File: config.mk
export PLATFORM = sky130hd
export DESIGN_NAME = gpio_edge_ctrl
export DESIGN_NICKNAME = d
export VERILOG_FILES = /design/src/rtl/gpio_pkg.sv /design/src/rtl/gpio_sync.sv /design/src/rtl/gpio_capture.sv /design/src/rtl/gpio_edge_ctrl.sv
export SDC_FILE = /design/constraint.sdc
export NUM_CORES = 1
export LEC_CHECK = 0
export BUFFER_PORTS_ARGS = -buffer_cell sky130_fd_sc_hd__buf_2
export CAP_MARGIN = 5
export CORE_MARGIN = 4
export CORE_UTILIZATION = 45
export DETAILED_ROUTE_END_ITERATION = 8
export GPL_ROUTABILITY_DRIVEN = 0
export PLACE_DENSITY = 0.79
export SYNTH_ARGS = -nofsm -noshare
export SYNTH_HDL_FRONTEND = slang
export SYNTH_SLANG_ARGS = --single-unit
File: constraint.sdc
create_clock -name clk -period 1.65 [get_ports clk]
set_input_delay 0.33 -clock clk [delete_from_list [all_inputs] [get_ports clk]]
set_output_delay 0.33 -clock clk [all_outputs]
set_load 0.03 [all_outputs]
File: src/rtl/gpio_pkg.sv
// Shared definitions for the GPIO port: trigger modes and register word indices.
// Assumes registers are addressed by word index, not by byte address.
package gpio_pkg;
    typedef enum logic [1:0] {
        TRIG_RISE  = 2'd0,
        TRIG_FALL  = 2'd1,
        TRIG_BOTH  = 2'd2,
        TRIG_LEVEL = 2'd3
    } trig_e;

    localparam logic [1:0] IDX_DATA = 2'd0;
    localparam logic [1:0] IDX_DIR  = 2'd1;
    localparam logic [1:0] IDX_MASK = 2'd2;
    localparam logic [1:0] IDX_CAPT = 2'd3;
endpackage

File: src/rtl/gpio_sync.sv
// Two-flop synchronizer per pin plus a history flop for edge detection.
// Assumes pins are asynchronous to clk. The outputs are one-cycle edge pulses
// and the synchronized level.
module gpio_sync #(
    parameter int W = 12
) (
    input  logic         clk,
    input  logic         rst_n,
    input  logic [W-1:0] raw,
    output logic [W-1:0] level,
    output logic [W-1:0] rise,
    output logic [W-1:0] fall
);
    logic [W-1:0] meta_q, sync_q, hist_q;

    // Shift pins through the synchronizer and keep the previous synchronized level.
    always_ff @(posedge clk) begin
        if (!rst_n) begin
            meta_q <= '0;
            sync_q <= '0;
            hist_q <= '0;
        end else begin
            meta_q <= raw;
            sync_q <= meta_q;
            hist_q <= sync_q;
        end
    end

    assign level = sync_q;
    assign rise  = sync_q & ~hist_q;
    assign fall  = ~sync_q & hist_q;
endmodule

File: src/rtl/gpio_capture.sv
// Sticky per-pin capture register. TRIG picks which edge pulse sets a bit.
// A one in clr clears a bit, and a coincident edge takes priority over the clear.
module gpio_capture
    import gpio_pkg::*;
#(
    parameter int    W    = 12,
    parameter trig_e TRIG = TRIG_RISE
) (
    input  logic         clk,
    input  logic         rst_n,
    input  logic [W-1:0] rise,
    input  logic [W-1:0] fall,
    input  logic [W-1:0] clr,
    output logic [W-1:0] cap
);
    logic [W-1:0] hit;
    logic [W-1:0] cap_q;
    logic         unused_edges;

    generate
        if (TRIG == TRIG_FALL) begin : g_fall
            assign hit = fall;
        end else if (TRIG == TRIG_BOTH) begin : g_both
            assign hit = rise | fall;
        end else begin : g_rise
            assign hit = rise;
        end
    endgenerate

    assign unused_edges = ^{rise, fall};

    // Hold captured edges, drop bits written with one, let new edges win.
    always_ff @(posedge clk) begin
        if (!rst_n) cap_q <= '0;
        else        cap_q <= (cap_q & ~clr) | hit;
    end

    assign cap = cap_q;


    edge_beats_clear_chk: assert property (@(posedge clk) disable iff (!rst_n)
        (|(hit & clr)) |=> ((cap_q & $past(hit & clr)) == $past(hit & clr)));


    clear_only_by_write_chk: assert property (@(posedge clk) disable iff (!rst_n)
        1'b1 |=> (($past(cap_q) & ~cap_q & ~$past(clr)) == '0));
endmodule

File: src/rtl/gpio_edge_ctrl.sv
// Memory-mapped GPIO port with sticky edge capture and one combined interrupt.
// Assumes single-cycle bus strobes and NPIN <= DATA_W. The trigger mode is
// fixed by TRIG. Reads return data one cycle after the strobe.
module gpio_edge_ctrl
    import gpio_pkg::*;
#(
    parameter int    NPIN   = 12,
    parameter int    DATA_W = 32,
    parameter int    ADDR_W = 2,
    parameter trig_e TRIG   = TRIG_RISE
) (
    input  logic              clk,
    input  logic              rst_n,
    input  logic [ADDR_W-1:0] bus_addr,
    input  logic              bus_wr,
    input  logic              bus_rd,
    input  logic [DATA_W-1:0] bus_wdata,
    output logic [DATA_W-1:0] bus_rdata,
    output logic              bus_rvalid,
    input  logic [NPIN-1:0]   pin_in,
    output logic [NPIN-1:0]   pin_out,
    output logic [NPIN-1:0]   pin_oe,
    output logic              irq
);
    localparam logic [ADDR_W-1:0] A_DATA = ADDR_W'(IDX_DATA);
    localparam logic [ADDR_W-1:0] A_DIR  = ADDR_W'(IDX_DIR);
    localparam logic [ADDR_W-1:0] A_MASK = ADDR_W'(IDX_MASK);
    localparam logic [ADDR_W-1:0] A_CAPT = ADDR_W'(IDX_CAPT);

    logic [NPIN-1:0]   wpins;
    logic [NPIN-1:0]   out_q, dir_q, mask_q;
    logic [NPIN-1:0]   lvl, rise, fall, clr, cap;
    logic [DATA_W-1:0] rd_word, rdata_q;
    logic              rvalid_q, irq_q, irq_src;

    assign wpins = bus_wdata[NPIN-1:0];

    generate
        if (NPIN < DATA_W) begin : g_spare
            logic unused_wdata;
            assign unused_wdata = ^bus_wdata[DATA_W-1:NPIN];
        end
    endgenerate

    gpio_sync #(.W(NPIN)) u_sync (
        .clk(clk), .rst_n(rst_n), .raw(pin_in),
        .level(lvl), .rise(rise), .fall(fall)
    );

    assign clr = (bus_wr && bus_addr == A_CAPT) ? wpins : '0;

    gpio_capture #(.W(NPIN), .TRIG(TRIG)) u_capt (
        .clk(clk), .rst_n(rst_n), .rise(rise), .fall(fall),
        .clr(clr), .cap(cap)
    );

    // Load the output latch, direction and mask registers on bus writes.
    always_ff @(posedge clk) begin
        if (!rst_n) begin
            out_q  <= '0;
            dir_q  <= '0;
            mask_q <= '0;
        end else if (bus_wr) begin
            if (bus_addr == A_DATA) out_q  <= wpins;
            if (bus_addr == A_DIR)  dir_q  <= wpins;
            if (bus_addr == A_MASK) mask_q <= wpins;
        end
    end

    // Select the addressed register and zero-extend it to the bus width.
    always_comb begin
        rd_word = '0;
        case (bus_addr)
            A_DATA:  rd_word[NPIN-1:0] = lvl;
            A_DIR:   rd_word[NPIN-1:0] = dir_q;
            A_MASK:  rd_word[NPIN-1:0] = mask_q;
            default: rd_word[NPIN-1:0] = cap;
        endcase
    end

    // Register read data and its valid strobe.
    always_ff @(posedge clk) begin
        if (!rst_n) begin
            rdata_q  <= '0;
            rvalid_q <= 1'b0;
        end else begin
            rvalid_q <= bus_rd;
            if (bus_rd) rdata_q <= rd_word;
        end
    end

    generate
        if (TRIG == TRIG_LEVEL) begin : g_irq_level
            assign irq_src = |(lvl & mask_q);
        end else begin : g_irq_edge
            assign irq_src = |(cap & mask_q);
        end
    endgenerate

    // Register the combined interrupt.
    always_ff @(posedge clk) begin
        if (!rst_n) irq_q <= 1'b0;
        else        irq_q <= irq_src;
    end

    assign bus_rdata  = rdata_q;
    assign bus_rvalid = rvalid_q;
    assign pin_out    = out_q;
    assign pin_oe     = dir_q;
    assign irq        = irq_q;


    reset_clean_chk: assert property (@(posedge clk)
        !rst_n |=> (dir_q == '0 && mask_q == '0 && out_q == '0 && !irq_q));


    rd_valid_chk: assert property (@(posedge clk) disable iff (!rst_n)
        bus_rd |=> bus_rvalid);


    no_spurious_valid_chk: assert property (@(posedge clk) disable iff (!rst_n)
        !bus_rd |=> !bus_rvalid);


    dir_hold_chk: assert property (@(posedge clk) disable iff (!rst_n)
        !(bus_wr && bus_addr == A_DIR) |=> $stable(pin_oe));


    masked_quiet_chk: assert property (@(posedge clk) disable iff (!rst_n)
        (mask_q == '0) |=> !irq_q);
endmodule

==> reports/results.ini, run 1 <==
[route]
drt_drc_violations_left=0
routed_wl_um=7710
wl_per_cell_um=14.7
via_per_inst=4.94
num_vias=2586
ant_nets=0
drtIter0Drc=89
firstDrtPassIters=4

[synthesis]
synth_top_area_share_pct=52.2
synth_cell_type_count=19
synth_edf_count=0
yosysTopAreaCell=dfxtp_1
synth_top_flop_cell=dfxtp_1
post-synth-top-count-cell=dfxtp_1
synth.top_cells.by_count=98 x dfxtp_1, 60 x nor2_1, 48 x mux2i_1
yosysWarningCount=0
async_flop_share_pct=0
ys_ff_latch=98
synthTopCellsByArea=dfxtp_1 52%, mux2i_1 13%, mux4_2 7.2%
synthesis.area_um2=3760
seq_area_frac_synth_pct=52.2
syn_avg_cell_area_um2=10.9
netlist_instances=345

[grt]
grt_max_degree=38
grt_pass1_vias=2600
grt.overflow.total=0
grt_pass1_wl_um=12400
grtUsageTotal_pct=16.1
antenna_found_initial=0

[floorplan]
ioPinCount=108
initial_utilization_pct=46.0
core_area_um2=8180
fp.dieW_um=99.4
die_y_um=99.4
placementRows=33
die-area_um2=9880

[sta]
grt_setup_unrepaired=no
finalSetupTns_ns=0
max_freq_ghz=0.779
fin_worst_skew_ns=0.00481
slew_violations=0
setup_violations=0
hold_viol=0
post-route-period-util_pct=77.8
finalCriticalPeriod_ns=1.28

[setup_path]
cp.arrival_ns=0.95
crit_type=reg2out
critPathCaptureType=primary output
cpPeakStageDelay_ns=0.37
critPathMaxFanout=3
cp-start-kind=flop
critical_path_required_ns=1.32
r2r_slack_ns=0.44
path_cells=buf_2
crit_family=flip-flops
r2r_start=u_capt.cap[5]$_SDFF_PN0_
path_buf_inv=1
reg2reg_depth=3
critPathSlowestCell=dfxtp_1
worstReg2RegEnd=irq$_SDFF_PN0_

[placement]
io_buffers=67
post-dp-hpwl_um=5580
dp.cells=507

[clock_network]
cts-resized-gates=0
cts-root-buf=clkbuf_8
cts_setup_buffers=0
cts_tree=done
numCtsBuffers=9
cts.clk_slew.worst_paths_ns=0.09
cts.sinks=98
hold_buffers=0
h-tree-depth=3
cts_max_path_buffers=2
worstSkewPairLatency_ns=0.36

[layout]
nFillCells=736
multi_input_area_um2=1590
register_area_um2=1960
nets=463
antennaDiodeCount=0
fin_cells=523
layout-drive-gt1-share_pct=26.1
area_growth_pct=15.9

[power]
power_density_nw_per_um2=1040
ir_drop_mv=0.472
power_w=0.00454
p_leak_nw=2.05

[flow_run]
drv_cap=0

[hold_path]
holdCritStartpoint=pin_in[5]
holdPathEnd=u_sync.meta_q[5]$_SDFF_PN0_
min_path_cells=2
worstHoldPathType=in2reg

[status]
run_status=completed

-- registers in the layout (all words and copies together) (netlist names) --
name / count
mask_q: 12
u_sync.hist_q: 12
u_sync.meta_q: 12
pin_out: 12
irq: 1
pin_oe: 12
bus_rdata: 12
u_sync.level: 12
u_capt.cap: 12
bus_rvalid: 1
-- cell families after synthesis --
| group | count (synthesis) | share of synthesized area [%] |
|---|---|---|
| muxes | 60 | 20.0 |
| and+or+nand+nor | 124 | 17.0 |
| buffers and inverters | 43 | 7.49 |
| AOI/OAI and AO/OA | 19 | 3.16 |
| DFF | 98 | 52.2 |
| other | 1 | 0.0998 |
-- how the worst max path moves through the flow --
stage	start	to	slack (ns)	cells after the start
detailed placement	bus_addr[0]	pin_out[8]$_SDFFE_PN0P_	0.004	6
global placement	bus_addr[0]	bus_rdata[7]$_SDFFE_PN0P_	0.07	5
global route	pin_oe[9]$_SDFFE_PN0P_	pin_oe[9]	0.31	1
finish	pin_oe[9]$_SDFFE_PN0P_	pin_oe[9]	0.37	1
floorplan	bus_addr[0]	pin_oe[0]$_SDFFE_PN0P_	0.34	6
CTS	pin_oe[9]$_SDFFE_PN0P_	pin_oe[9]	0.35	1
-- final cells by class --
cell class              instances  area share (%)
inverters                       1          0.0862
well taps                     105            3.02
flip-flops and latches         98            45.0
clock buffers                  10            3.16
repair buffers                 80            10.8
multi-input cells             223            36.4
clock inverters                 6            1.49
-- layer usage --
layer | track usage, % | vias up | routed length, µm
li1 | - | 1265 | -
met5 | 0 | - | 0
met2 | 26.5 | 115 | 3590
met4 | 7.77 | 0 | 151
met1 | 19.4 | 1191 | 3260
met3 | 4.42 | 15 | 705
-- cell usage in the layout, fill, tap and decap left out, types with 3 or more instances in the layout --
cell type and instances:
a221oi_1 3, mux4_2 12, conb_1 20, a22o_1 3, buf_4 10, buf_2 67, nand4_1 12, mux2i_1 48
a21oi_1 12, nor2_1 60, dfxtp_1 98, and2_1 37, nor2b_1 12, buf_12 3, clkbuf_8 10
-- power breakdown --
| part | switching (W) | internal (W) | total, W | leakage (nW) |
|---|---|---|---|---|
| clock network | 0.000804 | 0.000744 | 0.00155 | 0.103 |
| logic | 0.000304 | 0.000186 | 0.000490 | 1.15 |
| registers | 0.0000500 | 0.00245 | 0.00250 | 0.801 |
-- stage by stage --
step                cell area (µm²)  hold WS (ns)  utilization, %  setup slack, ns
floorplan                      3830         0.412               -            0.339
global placement               4150         0.417            50.8           0.0722
detailed placement             4150         0.417            50.8          0.00374
CTS                            4360         0.154            53.3            0.346
global route                   4360         0.166            53.3            0.314
finish                         4360         0.169            53.3            0.366
Note: power is estimated with default switching activity, not from simulation.
==> run 2, diff against run 1 <==
- PLACE_DENSITY: 0.79 -> 0.81
- clock period: 1.65 -> 1.1 ns (I/O delays scaled with it)
==> run 2 against run 1 <==
The run now ends with negative setup slack left. Non-clock buffer count grew 26. Worst hold slack lost 0.11 ns. Clock skew grew 0.0074 ns. Total power grew 47%. Die area is the same.
==> reports/results.ini, run 2 (synthesis gave the netlist of run 1 again) <==
[hold_path]
min_path_cells=2  ; unchanged
worstHoldPathType=in2reg  ; unchanged

[floorplan]
placementRows=33  ; unchanged
initial_utilization_pct=46.0  ; unchanged
core_area_um2=8180  ; unchanged
die-area_um2=9880  ; unchanged
die_y_um=99.4  ; unchanged
ioPinCount=108  ; unchanged
fp.dieW_um=99.4  ; unchanged

[clock_network]
cts.clk_slew.worst_paths_ns=0.09  ; about the same
numCtsBuffers=9  ; unchanged
cts-root-buf=clkbuf_8  ; unchanged
cts_tree=done  ; unchanged
worstSkewPairLatency_ns=0.36  ; about the same
cts.sinks=98  ; unchanged
cts_max_path_buffers=2  ; unchanged
h-tree-depth=3  ; unchanged
hold_buffers=0  ; unchanged

[grt]
grt_max_degree=31  ; was 38
grt.overflow.total=0  ; unchanged
grt_pass1_vias=2536  ; was 2,600
grtUsageTotal_pct=16.5  ; was 16.1%
antenna_found_initial=0  ; unchanged
grt_pass1_wl_um=12800  ; was 12,400 µm

[power]
p_leak_nw=2.22  ; was 2.05 nW
ir_drop_mv=0.743  ; was 0.472 mV
power_density_nw_per_um2=1370  ; was 1040 nW/µm²

[sta]
grt_setup_unrepaired=yes  ; was no
fin_worst_skew_ns=0.0122  ; was 0.00481 ns
post-route-period-util_pct=111
hold_viol=0  ; unchanged
finalCriticalPeriod_ns=1.22
slew_violations=0  ; unchanged
setup_violations=10  ; was 0
final.setup.worst_slack_ns=-0.119  ; was 0.366 ns
max_freq_ghz=0.820

[route]
firstDrtPassIters=4  ; unchanged
drt_drc_violations_left=0  ; unchanged
num_vias=2717  ; was 2,586
wl_per_cell_um=14.9  ; was 14.7 µm
ant_nets=0  ; unchanged
drtIter0Drc=123  ; was 89
routed_wl_um=8180  ; was 7710 µm
via_per_inst=4.95  ; was 4.94

[setup_path]
reg2reg_depth=4  ; was 3
critPathCaptureType=flop  ; was primary output
critPathSlowestCell=mux4_2  ; was dfxtp_1
crit_type=reg2reg  ; was reg2out
cp-start-kind=flop  ; unchanged
path_cells=buf_6, mux4_2, mux2i_1, nor2_1  ; was buf_2
critPathMaxFanout=2  ; was 3
cpPeakStageDelay_ns=0.48  ; was 0.37 ns
critical_path_required_ns=1.35  ; was 1.32 ns
cp.arrival_ns=1.47  ; was 0.95 ns

[status]
run_status=finished with violations  ; was completed
violations=negative setup slack

[layout]
final_cell_mix=60 x nor2_1, 56 x dfxtp_2, 48 x mux2i_1, 44 x buf_6, 40 x dfxtp_1  ; was 98 x dfxtp_1, 67 x buf_2, 60 x nor2_1, 48 x mux2i_1, 37 x and2_1
area_growth_pct=29.5  ; was 15.9%
nets=489  ; was 463
antennaDiodeCount=0  ; unchanged
final_util_pct=59.5  ; was 53.3%
layout_commonest_cell=nor2_1  ; was dfxtp_1
layout-drive-gt1-share_pct=43.5  ; was 26.1%
postLayoutCellArea_um2=4860  ; was 4360 µm²

[flow_run]
drv_cap=0  ; unchanged

[placement]
post-dp-hpwl_um=5630  ; was 5580 µm
io_buffers=67  ; unchanged
dpl-instance-area_um2=4260  ; was 4150 µm²

[run 2: routing by layer]
metal / track usage [%] / share of wire, % / vias up
li1: - / - / 1313
met5: 0 / 0 / -
met3: 5.19 / 7.6 / 16
met4: 6.93 / 2.0 / 0
met1: 22.4 / 44 / 1288
met2: 24.5 / 47 / 100
[run 2: through the flow]
| stage | hold WS (ns) | std cells | power [W] | setup TNS, ns | worst slack [ns] |
|---|---|---|---|---|---|
| floorplan | 0.347 | 364 | 0.00442 | -1.76 | -0.0591 |
| global placement | 0.417 | 522 | 0.00458 | -15.17 | -0.351 |
| detailed placement | 0.418 | 522 | 0.00460 | -16.49 | -0.415 |
| CTS | 0.0362 | 541 | 0.00670 | -0.385 | -0.119 |
| global route | 0.0345 | 549 | 0.00698 | -1.31 | -0.185 |
| finish | 0.0587 | 549 | 0.00668 | -0.382 | -0.119 |
[run 2: area by class of cell]
type / instances / area [µm²]
timing repair buffer: 106 / 906
sequential: 98 / 2040
clock buffer: 14 / 153
inverter: 1 / 3.75
tap: 105 / 131
fill: 672 / 3310
multi-input combinational: 223 / 1620
clock inverter: 2 / 12.5
[run 2: worst paths after layout]
path                                       to                         from  slack (ns)
setup reg to reg    bus_rdata[5]$_SDFFE_PN0P_     u_capt.cap[5]$_SDFF_PN0_       -0.12
hold / removal    u_sync.meta_q[2]$_SDFF_PN0_                    pin_in[2]        0.06
setup / recovery    bus_rdata[5]$_SDFFE_PN0P_     u_capt.cap[5]$_SDFF_PN0_       -0.12
hold reg to reg    u_sync.level[7]$_SDFF_PN0_  u_sync.meta_q[7]$_SDFF_PN0_        0.44
[run 2: worst max-delay path, delay by kind of cell, from the launching register on]
| kind | cells | cell delay [ns] |
|---|---|---|
| buffers and inverters | 1 | 0.11 |
| DFF | 1 | 0.33 |
| muxes | 2 | 0.63 |
| and+or+nand+nor | 1 | 0.05 |
[run 2: what timing repair did]
item / CTS / global route
hold endpoints to repair: 0 / 0
resized for setup: 101 / 36
endpoints found under the setup margin: 49 / 45
buffers inserted: 3 / 8
gates cloned: 0 / 0
pin swaps: 0 / 5
[run 2: power by group]
part / leakage, nW / internal, W / switching, W
Clock: 0.0807 / 0.000886 / 0.00116
Combinational: 1.31 / 0.000382 / 0.000477
Sequential: 0.828 / 0.00369 / 0.0000858
Total: 2.22 / 0.00496 / 0.00172
